--- src/rtl/radio_seq_pkg.sv ---
package radio_seq_pkg;

  localparam int BYTE_W = 8;

  typedef enum logic [3:0] {
    ST_IDLE,
    ST_CAL,
    ST_LISTEN,
    ST_RX_LEN,
    ST_RX_DATA,
    ST_RX_CHECK,
    ST_CCA,
    ST_TX_DATA,
    ST_ACK_DATA
  } seq_state_e;

  typedef enum logic [1:0] {
    TGT_RX,
    TGT_TX,
    TGT_ACK
  } cal_tgt_e;

  // reflected CRC-16, LSB of the byte first
  function automatic logic [15:0] crc16_step(logic [15:0] crc, logic [BYTE_W-1:0] b,
                                             logic [15:0] poly_r);
    logic [15:0] c;
    logic fb;
    c = crc;
    for (int i = 0; i < BYTE_W; i++) begin
      fb = c[0] ^ b[i];
      c  = c >> 1;
      if (fb) c = c ^ poly_r;
    end
    return c;
  endfunction

endpackage

--- src/rtl/rs_crc16.sv ---
module rs_crc16
  import radio_seq_pkg::*;
#(
  parameter logic [15:0] POLY_R = 16'h8408
) (
  input  logic              clk_i,
  input  logic              rst_ni,
  input  logic              clr_i,
  input  logic              en_i,
  input  logic [BYTE_W-1:0] data_i,
  output logic [15:0]       crc_o
);

  logic [15:0] crc_q;

  always_ff @(posedge clk_i or negedge rst_ni) begin
    if (!rst_ni)    crc_q <= '0;
    else if (clr_i) crc_q <= '0;
    else if (en_i)  crc_q <= crc16_step(crc_q, data_i, POLY_R);
  end

  assign crc_o = crc_q;

  assert_clr_zero_R5: assert property (@(posedge clk_i) disable iff (!rst_ni)
    clr_i |=> (crc_o == 16'h0000));

endmodule

--- src/rtl/rs_fifo.sv ---
module rs_fifo #(
  parameter int W     = 8,
  parameter int DEPTH = 128
) (
  input  logic         clk_i,
  input  logic         rst_ni,
  input  logic         flush_i,
  input  logic         wr_i,
  input  logic [W-1:0] wdata_i,
  input  logic         rd_i,
  output logic [W-1:0] rdata_o,
  output logic         full_o,
  output logic         empty_o
);

  localparam int AW = (DEPTH > 1) ? $clog2(DEPTH) : 1;
  localparam int CW = $clog2(DEPTH + 1);

  logic [W-1:0]  mem [DEPTH];
  logic [AW-1:0] wptr_q, rptr_q;
  logic [CW-1:0] cnt_q;
  logic          wr_ok, rd_ok;

  assign full_o  = (cnt_q == CW'(DEPTH));
  assign empty_o = (cnt_q == '0);
  assign wr_ok   = wr_i && !full_o && !flush_i;
  assign rd_ok   = rd_i && !empty_o && !flush_i;
  assign rdata_o = mem[rptr_q];

  function automatic logic [AW-1:0] ptr_inc(logic [AW-1:0] p);
    return (p == AW'(DEPTH - 1)) ? '0 : p + 1'b1;
  endfunction

  always_ff @(posedge clk_i) begin
    if (wr_ok) mem[wptr_q] <= wdata_i;
  end

  always_ff @(posedge clk_i or negedge rst_ni) begin
    if (!rst_ni) begin
      wptr_q <= '0;
      rptr_q <= '0;
      cnt_q  <= '0;
    end else if (flush_i) begin
      wptr_q <= '0;
      rptr_q <= '0;
      cnt_q  <= '0;
    end else begin
      if (wr_ok) wptr_q <= ptr_inc(wptr_q);
      if (rd_ok) rptr_q <= ptr_inc(rptr_q);
      if (wr_ok && !rd_ok)      cnt_q <= cnt_q + 1'b1;
      else if (rd_ok && !wr_ok) cnt_q <= cnt_q - 1'b1;
    end
  end

  assert_no_overflow_R11: assert property (@(posedge clk_i) disable iff (!rst_ni)
    (wr_i && full_o && !rd_i && !flush_i) |=> full_o);

  assert_flush_empties_R9: assert property (@(posedge clk_i) disable iff (!rst_ni)
    flush_i |=> empty_o);

endmodule

--- src/rtl/radio_seq_fsm.sv ---
module radio_seq_fsm
  import radio_seq_pkg::*;
#(
  parameter int                FIFO_DEPTH = 128,
  parameter int                MAX_LEN    = 127,
  parameter logic [BYTE_W-1:0] ACK_CODE   = 8'h02,
  parameter logic [15:0]       CRC_POLY_R = 16'h8408
) (
  input  logic              clk_i,
  input  logic              rst_ni,
  input  logic              cmd_rx_i,
  input  logic              cmd_tx_i,
  input  logic              cmd_idle_i,
  input  logic              auto_ack_en_i,
  input  logic              cca_en_i,
  output logic              cal_req_o,
  input  logic              cal_done_i,
  output logic              cca_req_o,
  input  logic              cca_done_i,
  input  logic              cca_clear_i,
  input  logic              rx_sfd_i,
  input  logic              rx_valid_i,
  input  logic [BYTE_W-1:0] rx_byte_i,
  output logic              tx_valid_o,
  output logic [BYTE_W-1:0] tx_byte_o,
  input  logic              tx_ready_i,
  input  logic              txf_wr_i,
  input  logic [BYTE_W-1:0] txf_data_i,
  output logic              txf_full_o,
  input  logic              rxf_rd_i,
  output logic [BYTE_W-1:0] rxf_data_o,
  output logic              rxf_empty_o,
  output logic              sfd_seen_o,
  output logic              rx_active_o,
  output logic              tx_active_o,
  output logic              frame_done_o,
  output logic              frame_ok_o,
  output logic              tx_aborted_o,
  output logic              rx_overflow_o
);

  localparam int LEN_W = $clog2(MAX_LEN + 1);

  seq_state_e        state_q, state_d;
  cal_tgt_e          tgt_q, tgt_d;
  logic [LEN_W-1:0]  cnt_q, cnt_d;
  logic [BYTE_W-1:0] seq_q, seq_d;
  logic              first_q, first_d;
  logic              ack_idx_q, ack_idx_d;
  logic              sfd_q, sfd_d, abort_q, abort_d, ovf_q, ovf_d;

  logic              rxf_push, rxf_flush, rxf_full;
  logic              txf_pop, txf_empty;
  logic [BYTE_W-1:0] txf_head;
  logic              crc_clr, crc_en;
  logic [15:0]       crc;
  logic              crc_good;

  rs_fifo #(.W(BYTE_W), .DEPTH(FIFO_DEPTH)) u_rxf (
    .clk_i   (clk_i),
    .rst_ni  (rst_ni),
    .flush_i (rxf_flush),
    .wr_i    (rxf_push),
    .wdata_i (rx_byte_i),
    .rd_i    (rxf_rd_i),
    .rdata_o (rxf_data_o),
    .full_o  (rxf_full),
    .empty_o (rxf_empty_o)
  );

  rs_fifo #(.W(BYTE_W), .DEPTH(FIFO_DEPTH)) u_txf (
    .clk_i   (clk_i),
    .rst_ni  (rst_ni),
    .flush_i (1'b0),
    .wr_i    (txf_wr_i),
    .wdata_i (txf_data_i),
    .rd_i    (txf_pop),
    .rdata_o (txf_head),
    .full_o  (txf_full_o),
    .empty_o (txf_empty)
  );

  rs_crc16 #(.POLY_R(CRC_POLY_R)) u_crc (
    .clk_i  (clk_i),
    .rst_ni (rst_ni),
    .clr_i  (crc_clr),
    .en_i   (crc_en),
    .data_i (rx_byte_i),
    .crc_o  (crc)
  );

  assign crc_good = (crc == 16'h0000);

  always_comb begin
    state_d   = state_q;
    tgt_d     = tgt_q;
    cnt_d     = cnt_q;
    seq_d     = seq_q;
    first_d   = first_q;
    ack_idx_d = ack_idx_q;
    sfd_d     = 1'b0;
    abort_d   = 1'b0;
    ovf_d     = 1'b0;
    rxf_push  = 1'b0;
    rxf_flush = 1'b0;
    crc_clr   = 1'b0;
    crc_en    = 1'b0;
    txf_pop   = 1'b0;

    if (cmd_idle_i) begin
      state_d = ST_IDLE;
    end else begin
      unique case (state_q)
        ST_IDLE: begin
          if (cmd_tx_i) begin
            state_d = ST_CAL;
            tgt_d   = TGT_TX;
          end else if (cmd_rx_i) begin
            state_d = ST_CAL;
            tgt_d   = TGT_RX;
          end
        end
        ST_CAL: begin
          if (cal_done_i) begin
            unique case (tgt_q)
              TGT_TX:  state_d = cca_en_i ? ST_CCA : ST_TX_DATA;
              TGT_ACK: begin
                state_d   = ST_ACK_DATA;
                ack_idx_d = 1'b0;
              end
              default: state_d = ST_LISTEN;
            endcase
          end
        end
        ST_LISTEN: begin
          if (cmd_tx_i) begin
            state_d = ST_CAL;
            tgt_d   = TGT_TX;
          end else if (rx_sfd_i) begin
            state_d = ST_RX_LEN;
            sfd_d   = 1'b1;
            crc_clr = 1'b1;
          end
        end
        ST_RX_LEN: begin
          if (rx_valid_i) begin
            if (rx_byte_i > BYTE_W'(MAX_LEN)) begin
              ovf_d     = 1'b1;
              rxf_flush = 1'b1;
              state_d   = ST_LISTEN;
            end else if (rx_byte_i == '0) begin
              state_d = ST_RX_CHECK;
            end else begin
              cnt_d   = rx_byte_i[LEN_W-1:0];
              first_d = 1'b1;
              state_d = ST_RX_DATA;
            end
          end
        end
        ST_RX_DATA: begin
          if (rx_valid_i) begin
            if (rxf_full) begin
              ovf_d     = 1'b1;
              rxf_flush = 1'b1;
              state_d   = ST_LISTEN;
            end else begin
              rxf_push = 1'b1;
              crc_en   = 1'b1;
              first_d  = 1'b0;
              if (first_q) seq_d = rx_byte_i;
              cnt_d = cnt_q - 1'b1;
              if (cnt_q == LEN_W'(1)) state_d = ST_RX_CHECK;
            end
          end
        end
        ST_RX_CHECK: begin
          if (crc_good && auto_ack_en_i) begin
            state_d = ST_CAL;
            tgt_d   = TGT_ACK;
          end else begin
            state_d = ST_LISTEN;
          end
        end
        ST_CCA: begin
          if (cca_done_i) begin
            if (cca_clear_i) begin
              state_d = ST_TX_DATA;
            end else begin
              abort_d = 1'b1;
              state_d = ST_CAL;
              tgt_d   = TGT_RX;
            end
          end
        end
        ST_TX_DATA: begin
          if (txf_empty) begin
            state_d = ST_CAL;
            tgt_d   = TGT_RX;
          end else if (tx_ready_i) begin
            txf_pop = 1'b1;
          end
        end
        ST_ACK_DATA: begin
          if (tx_ready_i) begin
            if (ack_idx_q) begin
              state_d = ST_CAL;
              tgt_d   = TGT_RX;
            end else begin
              ack_idx_d = 1'b1;
            end
          end
        end
        default: state_d = ST_IDLE;
      endcase
    end
  end

  always_ff @(posedge clk_i or negedge rst_ni) begin
    if (!rst_ni) begin
      state_q   <= ST_IDLE;
      tgt_q     <= TGT_RX;
      cnt_q     <= '0;
      seq_q     <= '0;
      first_q   <= 1'b0;
      ack_idx_q <= 1'b0;
      sfd_q     <= 1'b0;
      abort_q   <= 1'b0;
      ovf_q     <= 1'b0;
    end else begin
      state_q   <= state_d;
      tgt_q     <= tgt_d;
      cnt_q     <= cnt_d;
      seq_q     <= seq_d;
      first_q   <= first_d;
      ack_idx_q <= ack_idx_d;
      sfd_q     <= sfd_d;
      abort_q   <= abort_d;
      ovf_q     <= ovf_d;
    end
  end

  assign cal_req_o     = (state_q == ST_CAL);
  assign cca_req_o     = (state_q == ST_CCA);
  assign rx_active_o   = (state_q == ST_LISTEN) || (state_q == ST_RX_LEN) ||
                         (state_q == ST_RX_DATA) || (state_q == ST_RX_CHECK);
  assign tx_active_o   = (state_q == ST_TX_DATA) || (state_q == ST_ACK_DATA);
  assign tx_valid_o    = ((state_q == ST_TX_DATA) && !txf_empty) || (state_q == ST_ACK_DATA);
  assign tx_byte_o     = (state_q == ST_ACK_DATA) ? (ack_idx_q ? seq_q : ACK_CODE) : txf_head;
  assign frame_done_o  = (state_q == ST_RX_CHECK);
  assign frame_ok_o    = frame_done_o && crc_good;
  assign sfd_seen_o    = sfd_q;
  assign tx_aborted_o  = abort_q;
  assign rx_overflow_o = ovf_q;

  assert_cal_before_rx_R1: assert property (@(posedge clk_i) disable iff (!rst_ni)
    $rose(rx_active_o) |-> $past(cal_req_o && cal_done_i));

  assert_cal_before_tx_R1: assert property (@(posedge clk_i) disable iff (!rst_ni)
    $rose(tx_active_o) |-> ($past(cal_req_o && cal_done_i) ||
                            $past(cca_req_o && cca_done_i && cca_clear_i)));

  assert_sfd_in_rx_R3: assert property (@(posedge clk_i) disable iff (!rst_ni)
    sfd_seen_o |-> rx_active_o);

  assert_done_pulse_R5: assert property (@(posedge clk_i) disable iff (!rst_ni)
    frame_done_o |=> !frame_done_o);

  assert_abort_pulse_R7: assert property (@(posedge clk_i) disable iff (!rst_ni)
    tx_aborted_o |-> (!tx_active_o && !cca_req_o));

  assert_tx_hold_R8: assert property (@(posedge clk_i) disable iff (!rst_ni)
    (tx_valid_o && !tx_ready_i && !cmd_idle_i) |=> (tx_valid_o && $stable(tx_byte_o)));

  assert_ovf_flush_R9: assert property (@(posedge clk_i) disable iff (!rst_ni)
    rx_overflow_o |-> (rxf_empty_o && !frame_done_o));

  assert_one_dir_R12: assert property (@(posedge clk_i) disable iff (!rst_ni)
    !(rx_active_o && tx_active_o));

endmodule

--- config.mk ---
export PLATFORM = sky130hd
export DESIGN_NAME = radio_seq_fsm
export DESIGN_NICKNAME = d
export VERILOG_FILES = /design/src/rtl/radio_seq_pkg.sv /design/src/rtl/rs_crc16.sv /design/src/rtl/rs_fifo.sv /design/src/rtl/radio_seq_fsm.sv
export SDC_FILE = /design/constraint.sdc
export NUM_CORES = 2
export LEC_CHECK = 0
export CAP_MARGIN = 20
export CORE_UTILIZATION = 50
export DETAILED_ROUTE_END_ITERATION = 10
export DONT_BUFFER_PORTS = 1
export GPL_TIMING_DRIVEN = 0
export PLACE_DENSITY = 0.65
export REMOVE_ABC_BUFFERS = 1
export SLEW_MARGIN = 25
export SYNTH_ARGS = -nofsm -noshare
export SYNTH_HDL_FRONTEND = slang
export SYNTH_SLANG_ARGS = --single-unit
export TNS_END_PERCENT = 1
--- constraint.sdc ---
create_clock -name clk_i -period 9.6 [get_ports clk_i]
set_input_delay 1.92 -clock clk_i [delete_from_list [all_inputs] [get_ports clk_i]]
set_output_delay 1.92 -clock clk_i [all_outputs]
set_load 0.01 [all_outputs]
# Yosys cells after proc, flatten, opt, wreduce, memory -nomap -nowiden
# Memory sizes are Yosys's and may differ from the RTL's.
# Index checks and enable logic that the tools add are counted.
dict set report classes {
  n_addsub 9
  mul 0
  div 0
  order_cmp 1
  n_eq_ne 42
  shift 0
  mux 112
  n_bitwise 18
  reduce_logical 45
}
# cell count
set ops {}
lappend ops {{2-to-1 mux 16 bit} 24}
lappend ops {{2-to-1 mux 7 bit} 13}
lappend ops {{2-to-1 mux 4 bit} 14}
lappend ops {{2-to-1 mux 8 bit} 7}
lappend ops {{case mux 4 bit (9 select lines)} 1}
lappend ops {{2-to-1 mux 1 bit} 35}
lappend ops {{adder 7 x 1 -> 7 bit, second input constant} 4}
lappend ops {{== test 7 bit, second input constant} 4}
lappend ops {{zero test 8 bit} 3}
lappend ops {{inverter 2 -> 3 bit} 8}
lappend ops {{2-to-1 mux 2 bit} 10}
lappend ops {{AND reduction 10 bit} 2}
lappend ops {{!= test 2 bit, second input constant} 9}
lappend ops {{adder 8 x 1 -> 8 bit, second input constant} 2}
lappend ops {{== test 4 x 3 -> 1 bit, second input constant} 4}
lappend ops {{== test 8 bit, second input constant} 2}
lappend ops {{zero test 16 bit} 1}
lappend ops {{subtractor 8 x 1 -> 8 bit, second input constant} 2}
lappend ops {{!= test 3 bit, second input constant} 5}
lappend ops {{case mux 7 bit (2 select lines)} 1}
lappend ops {{logical AND 1 bit} 13}
lappend ops {{case mux 2 bit (6 select lines)} 1}
lappend ops {{nonzero test 2 bit} 6}
lappend ops {{!= test 2 x 1 -> 1 bit, second input constant} 5}
lappend ops {{23 further kinds} 51}
dict set report word_totals {
  ff_bits 86
  latch_bits 0
  mem_bits_rw 2048
  romBits 0
  inputBits 31
  output_inout_bits 28
  elab_cells 245
  mem_count 2
}
# name depth width rd rd_clocked_by_memory_dff wr line
set memory_table {}
lappend memory_table {u_rxf.mem 128 8 1 0 1 rs_fifo.sv:19} ;# logic [W-1:0] mem [DEPTH];
lappend memory_table {u_txf.mem 128 8 1 0 1 rs_fifo.sv:19}

# Depth between registers and ports, before layout
dict set report logic_depth {
  depth_word 35
  depth_mapped 15
  mapped_depth_nobuf 14
}

# Modules after synthesis
# A second synthesis with hierarchy kept.
dict set report hier_totals {
  hier_cells 4416
  area_unflattened_um2 85155.4
}
# module n_inst cells_each area_each_um2 seq_area_each_um2
set by_module_without_submodules {}
lappend by_module_without_submodules {{rs_fifo (u_rxf)} 1 2071 41194.5 31300.0}
lappend by_module_without_submodules {{rs_fifo (u_txf)} 1 2051 41023.1 31300.0}
lappend by_module_without_submodules {radio_seq_fsm 1 215 1886.8 650.6}
lappend by_module_without_submodules {rs_crc16 1 79 1051.0 400.4}

# Worst setup path after synthesis
# Ideal clock, no wire load.
dict set report synth_timing {
  path_type {input port to flip-flop}
  from {in cmd_idle_i}
  to {reg u_txf.cnt_q[7]}
  setup_ps 80
  arrival_ps 4721
  slack_ps 4800
  path_stages 14
  cell_sequence {clkbuf_1 > nand2b_1 > a311oi_2 > inv_1 > ha_1 > inv_1 > ha_1 > a21o_1 > a21oi_1 > nor2b_1 > o21a_1 > o41ai_1 > mux2i_1 > xnor2_1}
}
dict set report synth_between {
  elab_chain_cells 5
  word_cells_on_any_way 7
  cone_classes {2 x mux; 5 x reduce/logical}
}
# item line
set synth_lines {}
lappend synth_lines {{start: declaration} radio_seq_fsm.sv:13} ;# input logic cmd_idle_i,
lappend synth_lines {{2-to-1 mux 1 bit *} radio_seq_fsm.sv:110} ;# if (cmd_idle_i) begin
lappend synth_lines {{logical AND 1 bit *} rs_fifo.sv:27} ;# assign rd_ok = rd_i && !empty_o && !flush_i;
lappend synth_lines {{zero test 1 bit} rs_fifo.sv:50} ;# if (wr_ok && !rd_ok) cnt_q <= cnt_q + 1'b1;
lappend synth_lines {{logical AND 1 bit} rs_fifo.sv:50}
lappend synth_lines {{2-to-1 mux 8 bit / nonzero test 2 bit (equally long branches)} --}
lappend synth_lines {{end signal: assignment} rs_fifo.sv:50}
lappend synth_lines {{end signal: assignment} rs_fifo.sv:51} ;# else if (rd_ok && !wr_ok) cnt_q <= cnt_q - 1'b1;
lappend synth_lines {{end: declaration} rs_fifo.sv:21} ;# logic [CW-1:0] cnt_q;
# Every way passes the cells marked *; elsewhere a longest branch is shown, timed or not.
# A chain may end at the register's enable or synchronous reset.

# Final worst setup path
dict set report layout_timing {
  from {reg u_txf.rptr_q[0]}
  to {out tx_byte_o[4]}
}
dict set report layout_between {
  elab_chain_cells 2
}
# item line
set layout_lines {}
lappend layout_lines {{start: declaration} rs_fifo.sv:20} ;# logic [AW-1:0] wptr_q, rptr_q;
lappend layout_lines {{start signal: assignment} rs_fifo.sv:49} ;# if (rd_ok) rptr_q <= ptr_inc(rptr_q);
lappend layout_lines {{memory (128 x 8 bit)} --}
lappend layout_lines {{2-to-1 mux 8 bit} radio_seq_fsm.sv:248} ;# assign tx_byte_o = (state_q == ST_ACK_DATA) ? (ack_idx_q ? seq_q : ACK_CODE) : txf_head;
lappend layout_lines {{end: declaration} radio_seq_fsm.sv:25} ;# output logic [BYTE_W-1:0] tx_byte_o,
# No other way between the ends.

==> impl_results.md <==
* Status: finished clean
* Crit start category: flop
* Clock tree from TritonCTS: built
* Top FF cell, synth: edfxtp_1
* Cell count after synthesis at 4,013
* Final wirelength at 185,000 um
* Peak supply drop at 0.225 mV
* Row cnt at 150
* Seq/Total Area, Yosys at 75.7%
* Hold Path Stages at 2
* Worst Slack Setup Final at approximately 2200 ps
* Vias in the first global route at 39,900
* Reg2reg path depth at 6
* Relative slew slack at around 35%
* Remaining global-route overflow at 0
* Yosys top cell area share at approximately three quarters
* Avg Inst Size Synth at 21.0 um2
* Number of antenna violations at the first check in global routing at 2
* CTS Sinks at 2,134
* Synth Register Bits at ~2,100
* Die Ht at 412 um
* Pwr Total at around 24 mW
* Final Hold Vio Count at 0
* Mapped Area at between 0.08 and 0.09 mm2
* Post-CTS repair timing setup buffer count at 0
* Fill cells at 12,300
* Pwr/cell area at 253 mW/mm2
* Tcrit/Tclk final at 76.7%
* Worst-Margin Slew at 981 ps
* H-tree levels at 4
* CP required at between 7000 and 8000 ps
* Worst-path maximum fanout at 30
* Worst-Skew Late Latency at approximately 830 ps
* Final instance area at approximately 0.094 mm2
* Drt pass-1 iters at 5
* Root buf cell: clkbuf_16
* # resized after CTS at 0
* Placed Instances at 6,046
* GRT Overall Usage at 22.1%
* Starting DRT DRC Count at 3,810
* RSZ-0062 raised after global routing: false
* Number of synthesized flops with an enable pin at around 2,000
* Full die area at 0.170 mm2
* HPWL after DPL at 110,000 um
* Pleak at approximately 29 nW
* Non-Filler Instances at 6,420
* Area growth, synth to finish at 11.4%
* Routed len/inst at 28.9 um
* Setup CP Type: flop to primary output
* Max-cap violations at 0
* Min Tclk post-route at 7360 ps
* YS warnings at 0
* DIE WIDTH at 412 um
* First-pass GRT wire length at 274,000 um
* Final nets at 4,098
* GPL Wtd Cong at ~0.79
* Most area-hungry cell type in the Yosys netlist: edfxtp_1
* Dpl ws at 3000 ps
* Hold Buf Count CTS at 0
* Most numerous cell in the Yosys netlist: edfxtp_1
* HP Class: flop to flop
* Fraction of layout cells with a size suffix above 1 at 22.8%
* Top cells by area, synth: edfxtp_1, mux4_2, dfrtp_1
* Residual DRC count at 0
* Number of CTS-inserted buffers at around 200
* CP arrival at 5440 ps
* Post-route ant nets at 0
* Post-DP Area at 0.0872 mm2
* Vias at 39,400
* Largest net degree at the start of global routing at 134
* Final Slew Violations at 0
* Initial Util at 50.3%
* Bufs on Longest Clock Path at 3
* PortBufs at 0
* Setup crit end kind: primary output
* Post-layout util at 56.1%
* DR vias/cell at 6.13
* Fraction of registers with async set/reset at 4.03%
* Final setup fails at 0
* Post-synth top cells: edfxtp_1, mux4_2, nor2_1
* # IOs at 59
* Core area at 0.167 mm2
* Netlist cell types at 70
* Achievable clock frequency at 0.136 GHz
* Clock transition at the registers of the reported paths at roughly 60 ps
* Layout Skew at around 25 ps
kinds of logic after synthesis:
logic type                 share of synthesized area, %
AOI/OAI and AO/OA                                  2.40
muxes                                              16.5
DFF                                                75.7
adders and majority gates                         0.330
and+or+nand+nor                                    3.16
xor gates and xnor gates                          0.500
buffers and inverters                              1.37
report_power, final:
group	switching, mW	internal [mW]
clock network	3.35	4.49
registers	0.353	10.4
logic	2.58	2.51
flip-flops by register name, indices dropped and copies added (netlist names), 2 cells and up:
signal / cells
tgt_q: 2
u_txf.rptr_q: 7
seq_q: 8
state_q: 4
u_txf.mem: 1024
u_rxf.mem: 1024
u_crc.crc_o: 16
u_rxf.rptr_q: 7
u_txf.wptr_q: 7
cnt_q: 7
u_rxf.wptr_q: 7
u_txf.cnt_q: 8
u_rxf.cnt_q: 8
placed cells by master (no fill, tap or decap), types with 19 or more instances in the layout:
master and instances:
a21oi_1 55, a221oi_1 27, a22o_1 20, a22oi_1 45, buf_16 32, clkbuf_1 64, clkbuf_16 208, clkinv_1 38
clkinv_2 23, dfrtp_1 76, edfxtp_1 2048, ha_1 19, inv_1 20, mux2i_1 85, mux4_2 572, nand2_1 107
nand3_1 52, nor2_1 310, nor2b_1 20, o21ai_0 54, xnor2_1 34
through the flow:
stage	hold slack (ps)	TNS [ps]
after floorplan	460	-84990
after global routing	533	0
after global placement	477	-235890
final	509	0
after CTS	513	0
after detailed placement	499	0
final timing paths:
check	to	slack, ps	startpoint
max reg2reg	u_rxf.mem[119][0]	5200	state_q[0]
min in group asynchronous	u_txf.cnt_q[7]	790	rst_ni
min	u_rxf.cnt_q[3]	510	u_rxf.cnt_q[3]
max in group asynchronous	u_rxf.rptr_q[2]	8630	rst_ni
max	tx_byte_o[4]	2240	u_txf.rptr_q[0]
min reg2reg	u_rxf.cnt_q[3]	510	u_rxf.cnt_q[3]
layout make-up:
class	count	area [um2]	area share, %
antenna	1	2.50	0.00267
inverter	21	81.3	0.0868
timing repair buffer	56	1300	1.38
clock inverter	88	838	0.895
tap	2204	2760	2.94
multi-input combinational	1631	19400	20.7
sequential	2134	63700	68.0
clock buffer	285	5620	6.01
worst max-delay path, stage by stage (launching register included):
cell and delay (ps):
dfrtp_4 860, buf_16 320, buf_16 270, buf_16 270
buf_12 270, buf_12 260, mux4_2 560, mux4_2 510
mux2i_1 360, o21ai_0 350, nand4_1 220, o211ai_1 270
routing by layer:
metal | vias to the layer above | global-route usage [%] | share of wire (%)
met2 | 1354 | 36.4 | 50
li1 | 16800 | - | -
met3 | 268 | 3.60 | 6.1
met4 | 2 | 6.95 | 2.8
met1 | 21000 | 30.5 | 41
met5 | - | 0 | 0.0092
Power figures use the tool's default switching activity.
